### src/rtl/volramp_stereo.sv
module volramp_stereo #(
  parameter int VOL_W = 8
) (
  input  logic             clk,
  input  logic             rst_n,
  input  logic [VOL_W-1:0] vol_a,
  input  logic [VOL_W-1:0] vol_b,
  input  logic             mute_a,
  input  logic             mute_b,
  input  logic             ramp_en,
  input  logic             gang_en,
  input  logic             frame_stb,
  output logic [VOL_W+1:0] level_a,
  output logic [VOL_W+1:0] level_b,
  output logic             busy_a,
  output logic             busy_b
);
  localparam int LVL_W = VOL_W + 2;
  localparam logic [LVL_W-1:0] MUTE_LVL = '1;

  logic [LVL_W-1:0] goal_a, goal_b;
  logic [VOL_W-1:0] src_b;

  assign src_b  = gang_en ? vol_a : vol_b;
  assign goal_a = mute_a ? MUTE_LVL : {vol_a, 2'b00};
  assign goal_b = mute_b ? MUTE_LVL : {src_b, 2'b00};

  function automatic logic [LVL_W-1:0] advance(
    input logic [LVL_W-1:0] cur,
    input logic [LVL_W-1:0] goal
  );
    if (!ramp_en)       return goal;
    else if (!frame_stb) return cur;
    else if (cur < goal) return cur + 1'b1;
    else if (cur > goal) return cur - 1'b1;
    else                 return cur;
  endfunction

  always_ff @(posedge clk) begin
    if (!rst_n) begin
      level_a <= MUTE_LVL;
      level_b <= MUTE_LVL;
    end else begin
      level_a <= advance(level_a, goal_a);
      level_b <= advance(level_b, goal_b);
    end
  end

  assign busy_a = rst_n && (level_a != goal_a);
  assign busy_b = rst_n && (level_b != goal_b);
endmodule


### config.mk
export PLATFORM = sky130hd
export DESIGN_NAME = volramp_stereo
export DESIGN_NICKNAME = d
export VERILOG_FILES = /design/src/rtl/volramp_stereo.sv
export SDC_FILE = /design/constraint.sdc
export NUM_CORES = 1
export LEC_CHECK = 0
export BUFFER_PORTS_ARGS = -buffer_cell sky130_fd_sc_hd__buf_4
export CAP_MARGIN = 15
export CORE_MARGIN = 5
export CORE_UTILIZATION = 56
export DETAILED_ROUTE_END_ITERATION = 12
export PLACE_DENSITY = 0.81
export SYNTH_ARGS = -nofsm -noshare
export SYNTH_HDL_FRONTEND = slang
export SYNTH_SLANG_ARGS = --single-unit
export TNS_END_PERCENT = 30
### constraint.sdc
create_clock -name clk -period 4.47 [get_ports clk]
set_input_delay 0.6705 -clock clk [delete_from_list [all_inputs] [get_ports clk]]
set_output_delay 0.6705 -clock clk [all_outputs]
set_load 0.005 [all_outputs]
==> results.toml, run 1 <==
[status]
outcome = "finished, final reports clean"

[timing]
slew_headroom_pct = 57.0
setup_viol = 0
setup_ws_ps = 370
finalHoldWorstSlack_ps = 556
tightestPinTransition_ps = 645
rsz0062_at_grt = "no"
period_needed_ps = 4100
final_hold_viol_count = 0
period_share_pct = 91.7
fin_tns_setup_ps = 0
fin_skew_ps = 2.40
max_freq_mhz = 244
drv_slew = 0

[floorplan]
rows = 23
die_w_um = 74.0
die_y_um = 74.0
initial_core_util_pct = 57.7
ios = 45
design.core.area_mm2 = 0.00397
die_area_mm2 = 0.00547

[layout]
final_design_area_no_fill_mm2 = 0.00269
fillers = 358
fin_nets = 394
final_common_cell = "buf_4"
instances_no_fill = 381
n_antenna_cell = 0
syn_to_final_growth_pct = 17.4
final_cell_mix = "buf_4, ha_1, nor2_1, o21ai_0, dfxtp_1"
layout-drive-gt1-share_pct = 16.6
final_util_pct = 67.8

[setup_path]
cp_max_fo = 16
worst_setup_path_end_kind = "register"
crit_chain = "buf_4 -> nor2b_1 -> a211oi_1 -> ha_1 -> a21oi_1 -> o21ai_2 -> a2111oi_4 -> inv_1 -> fa_1 -> a21oi_1 -> o21ai_0 -> a221oi_1 -> xnor2_1 -> nor3_1 -> a211oi_1"
cp_top_family = "compound AO/OA/AOI/OAI gates"
required_ps = 4650
slowest_delay_ps = 460
critPathLaunchType = "primary input"
worst_path_max_delay_cell = "fa_1"
arrival_ps = 4280
path_class = "primary input to register"
critical_path_buf_inv_count = 2

[cts]
cts_resized = 0
post_cts_buffers = 0
cts_hold_buf = 0
h-tree-depth = 1
clkLatencyLatePin_ps = 260
cts_made_buffers = 3
cts.sinks = 20
cts_buffer_depth = 2
cts_root_buf = "clkbuf_8"
clkTransAtPathRegs_ps = 80
cts_tree = "yes"

[pwr]
power_mw = 1.37
vdd_drop_max_v = 0.000254
p_leak_nw = 1.18
pwr_density_cell_mw_per_mm2 = 511

[yosys]
async_flop_share_pct = 0
yosys_most_used_dff = "dfxtp_1"
synth_seq_area_share_pct = 17.5
synth_edf_count = 0
syn_area_mm2 = 0.00229
ys_warn_count = 0
synth_area_per_cell_um2 = 7.82
synth_nets = 354
ys_ff_latch = 20
synth.distinct_cells = 48
synthCells = 293

[placement]
port_buffers = 44
hpwlAfterDp_um = 4930
pre_cts_slack_ps = 134
place_congestion = 0.881
postPlaceCellArea_mm2 = 0.00265
placed_cells = 378

[detailed_routing]
vias = 2358
post_drt_wl_per_cell_um = 16.3
wirelength_um = 6200
drt_iter0_drc = 158
drc = 0
postRouteAntennaNets = 0
dr.pass1.iters = 4
viasPerCell = 6.19

[hold_path]
min-delay-path-class = "register to register"

[grt]
grt_pass1_wl_um = 9840
grt_pass1_vias = 2221
grt_max_degree = 17
antenna_found_initial = 0
grt-ovfl-total = 0
grt.total_usage_pct = 22.6

[job]
max-cap-violations = 0
==> Yosys cell counts, types with 2 or more instances <==
| master | number | share of area, % |
|---|---|---|
| o221ai_1 | 2 | 0.76 |
| xor2_1 | 2 | 0.76 |
| inv_1 | 14 | 2.3 |
| o21ai_0 | 21 | 4.6 |
| nand4_1 | 4 | 1.1 |
| or4_1 | 2 | 0.65 |
| a21oi_1 | 18 | 3.9 |
| nand2_1 | 8 | 1.3 |
| a32oi_1 | 3 | 1.1 |
| fa_1 | 2 | 1.7 |
| nand3_1 | 12 | 2.6 |
| nor2_1 | 30 | 4.9 |
| a22oi_1 | 5 | 1.6 |
| nor2b_1 | 12 | 3.3 |
| o21ai_2 | 2 | 0.76 |
| a31oi_1 | 6 | 1.6 |
| and2_1 | 3 | 0.82 |
| a211oi_1 | 15 | 4.9 |
| xnor2_1 | 7 | 2.7 |
| or2_2 | 3 | 0.82 |
| nand3b_1 | 3 | 0.98 |
| and3_1 | 6 | 1.6 |
| a2111oi_0 | 2 | 0.76 |
| nor3_1 | 7 | 1.5 |
| a21o_1 | 7 | 2.3 |
| dfxtp_1 | 20 | 17 |
| ha_1 | 36 | 20 |
| clkbuf_1 | 8 | 1.3 |
| o311ai_0 | 2 | 0.76 |
| o21ai_1 | 4 | 0.87 |
| nand2b_1 | 3 | 0.82 |
| o21a_1 | 4 | 1.3 |
| mux2i_1 | 5 | 2.2 |
==> metal layers <==
layer,track usage (%),part of all wire [%],up-vias
met1,27.9,43,1110
met5,0,0,-
met2,41.5,52,48
li1,-,-,1190
met3,1.76,3.6,10
met4,6.64,1.7,0
==> cell families (layout without fill, tap and decap cells) <==
group / count (synthesis) / count (layout) / share of synthesized area, %
muxes: 5 / 5 / 2.18
DFF: 20 / 20 / 17.5
and+or+nand+nor: 95 / 95 / 21.2
xor gates and xnor gates: 9 / 9 / 3.44
adders and majority gates: 38 / 38 / 21.4
AOI/OAI and AO/OA: 102 / 102 / 30.2
buffers and inverters: 24 / 62 / 4.15
==> registers in the layout, indices dropped and copies added (netlist names) <==
register and cells:
level_a 10, level_b 10
==> where the power goes <==
part	internal, mW	total (mW)	leakage [nW]	switching, mW
logic	0.457	0.993	0.991	0.536
registers	0.211	0.255	0.166	0.0432
clock network	0.0603	0.126	0.0216	0.0661
==> path summary, 6_finish.rpt <==
path	start	endpoint	slack [ps]	cells after the start
worst min register to register	level_a[3]	level_a[3]	560	2
worst min-delay path	level_a[3]	level_a[3]	560	2
worst max-delay path	gang_en	level_b[8]	370	15
worst max register to register	level_b[3]	level_b[8]	930	12
==> worst register-to-register path, stage by stage (launching register included) <==
cell and delay [ps]:
dfxtp_1 420, ha_1 290, a21oi_1 200, o21ai_2 100, a2111oi_4 450, inv_1 290
fa_1 460, a21oi_1 220, o21ai_0 180, a221oi_1 410, xnor2_1 160, nor3_1 60
a211oi_1 220
==> layout make-up <==
type | instances | area, um2 | area share, %
multi-input combinational | 249 | 1800 | 66.8
sequential | 20 | 400 | 14.9
tap | 50 | 62.6 | 2.32
timing repair buffer | 45 | 338 | 12.6
inverter | 14 | 52.6 | 1.95
clock buffer | 3 | 41.3 | 1.53
Note: power is estimated with default switching activity, not from simulation.
==> run 2, diff against run 1 <==
==> constraint.sdc (replaced) <==
create_clock -name clk -period 4.47 [get_ports clk]
set_input_delay 0.2235 -clock clk [delete_from_list [all_inputs] [get_ports clk]]
set_output_delay 0.2235 -clock clk [all_outputs]
set_load 0.005 [all_outputs]
==> results.toml, run 2 (same netlist as run 1, synthesis figures left out) <==
[status]
outcome = "finished, final reports clean"

[detailed_routing]
viasPerCell = 6.34
post_drt_wl_per_cell_um = 16.0
drt_iter0_drc = 121
dr.pass1.iters = 5
drc = 0
wirelength_um = 6080
vias = 2409
postRouteAntennaNets = 0

[pwr]
power_switching_uw = 640
combPwrFrac_pct = 72.4
pwr_density_cell_mw_per_mm2 = 510
p_leak_nw = 1.17
pwr-share-clk_pct = 8.9
swShare_pct = 46.8
vdd_drop_max_v = 0.000273
p_int_uw = 728
p_seq_share_pct = 18.7

[cts]
cts_hold_buf = 0
cts_made_buffers = 3
clkLatencyLatePin_ps = 260
cts_tree = "yes"
cts_resized = 0
h-tree-depth = 1
cts.sinks = 20
cts_root_buf = "clkbuf_8"
cts_buffer_depth = 2
clkTransAtPathRegs_ps = 80
post_cts_buffers = 0

[grt]
grt-ovfl-total = 0
grt.total_usage_pct = 23.6
grt_pass1_vias = 2379
antenna_found_initial = 0
grt_pass1_wl_um = 10300
grt_max_degree = 17

[layout]
layout-drive-gt1-share_pct = 16.4
final_cell_mix = "buf_4, ha_1, nor2_1, o21ai_0, dfxtp_1"
regArea_um2 = 400
final_util_pct = 67.6
fin_nets = 393
multi_input_area_mm2 = 0.00180
syn_to_final_growth_pct = 17.1
top_regs = "level_a: 10 flops, level_b: 10 flops"
n_antenna_cell = 0
fillers = 360
final_common_cell = "buf_4"

[setup_path]
worst_setup_path_end_kind = "register"
critical_path_buf_inv_count = 2
path_class = "primary input to register"
slowest_delay_ps = 440
required_ps = 4660
cp_max_fo = 16
arrival_ps = 3770
critPathLaunchType = "primary input"
worst_path_max_delay_cell = "a2111oi_4"
crit_chain = "buf_4 -> nor2b_1 -> a211oi_1 -> ha_1 -> a21oi_1 -> o21ai_2 -> a2111oi_4 -> inv_1 -> ha_1 -> nand3_1 -> o221ai_1 -> o221ai_1 -> xnor2_1 -> or3_1 -> a32oi_1"
cp_top_family = "compound AO/OA/AOI/OAI gates"

[timing]
period_share_pct = 80.2
rsz0062_at_grt = "no"
tightestPinTransition_ps = 793
max_freq_mhz = 279
slew_headroom_pct = 47.0
fin_tns_setup_ps = 0
fin_skew_ps = 1.47
drv_slew = 0
final_hold_viol_count = 0
period_needed_ps = 3580
setup_viol = 0

[placement]
hpwlAfterDp_um = 4910
port_buffers = 44
place_congestion = 0.884

[floorplan]
die_y_um = 74.0
design.core.area_mm2 = 0.00397
die_area_mm2 = 0.00547
rows = 23
die_w_um = 74.0
ios = 45
initial_core_util_pct = 57.7

[hold_path]
min-delay-path-class = "primary input to register"

[job]
max-cap-violations = 0
run 2: cell types whose count changed in the layout (fill, tap and decap cells not counted), sizes merged:
cell / change
buf: -1
run 2: cell type report:
cell class / instances / area share, %
multi-input cells: 249 / 66.9
flip-flops and latches: 20 / 14.9
repair buffers: 44 / 12.3
clock buffers: 3 / 1.54
inverters: 14 / 1.96
well taps: 50 / 2.33
run 2: path summary, 6_finish.rpt:
| kind | startpoint | endpoint | slack, ps | cells after the start |
|---|---|---|---|---|
| setup / recovery | gang_en | level_b[9] | 890 | 15 |
| hold / removal | vol_a[2] | level_a[4] | 260 | 3 |
| setup reg to reg | level_a[4] | level_a[7] | 940 | 12 |
| hold reg to reg | level_a[5] | level_a[5] | 560 | 2 |
run 2: per-layer routing:
| layer | track usage (%) | part of all wire, % | up-vias |
|---|---|---|---|
| met2 | 42.6 | 50 | 76 |
| met1 | 28.2 | 42 | 1123 |
| met4 | 10.1 | 2.8 | 0 |
| met3 | 2.70 | 5.2 | 21 |
| met5 | 0 | 0 | - |
| li1 | - | - | 1189 |
run 2: stage by stage:
step | cells | power (mW) | hold slack, ps | setup slack, ps | cell area (um2)
after floorplan | 293 | 1.00 | 394 | 880 | 2290
after global placement | 377 | 1.22 | 513 | 722 | 2640
after detailed placement | 377 | 1.23 | 529 | 610 | 2640
after CTS | 380 | 1.36 | 258 | 876 | 2680
after global routing | 380 | 1.52 | 265 | 480 | 2680
final | 380 | 1.37 | 260 | 886 | 2680
run 2: power groups by stage:
| stage | clock [mW] | sequential, mW | combinational, mW |
|---|---|---|---|
| 2_1_floorplan | 0 | 0.250 | 0.755 |
| 3_3_place_gp | 0 | 0.257 | 0.959 |
| 3_5_place_dp | 0 | 0.258 | 0.976 |
| 4_1_cts | 0.123 | 0.254 | 0.985 |
| 5_1_grt | 0.133 | 0.261 | 1.13 |
| 6_report | 0.122 | 0.255 | 0.991 |
run 2: tightest hold or removal path: stages:
cell and delay [ps]:
buf_4 100, nor2_1 40, a31oi_1 120
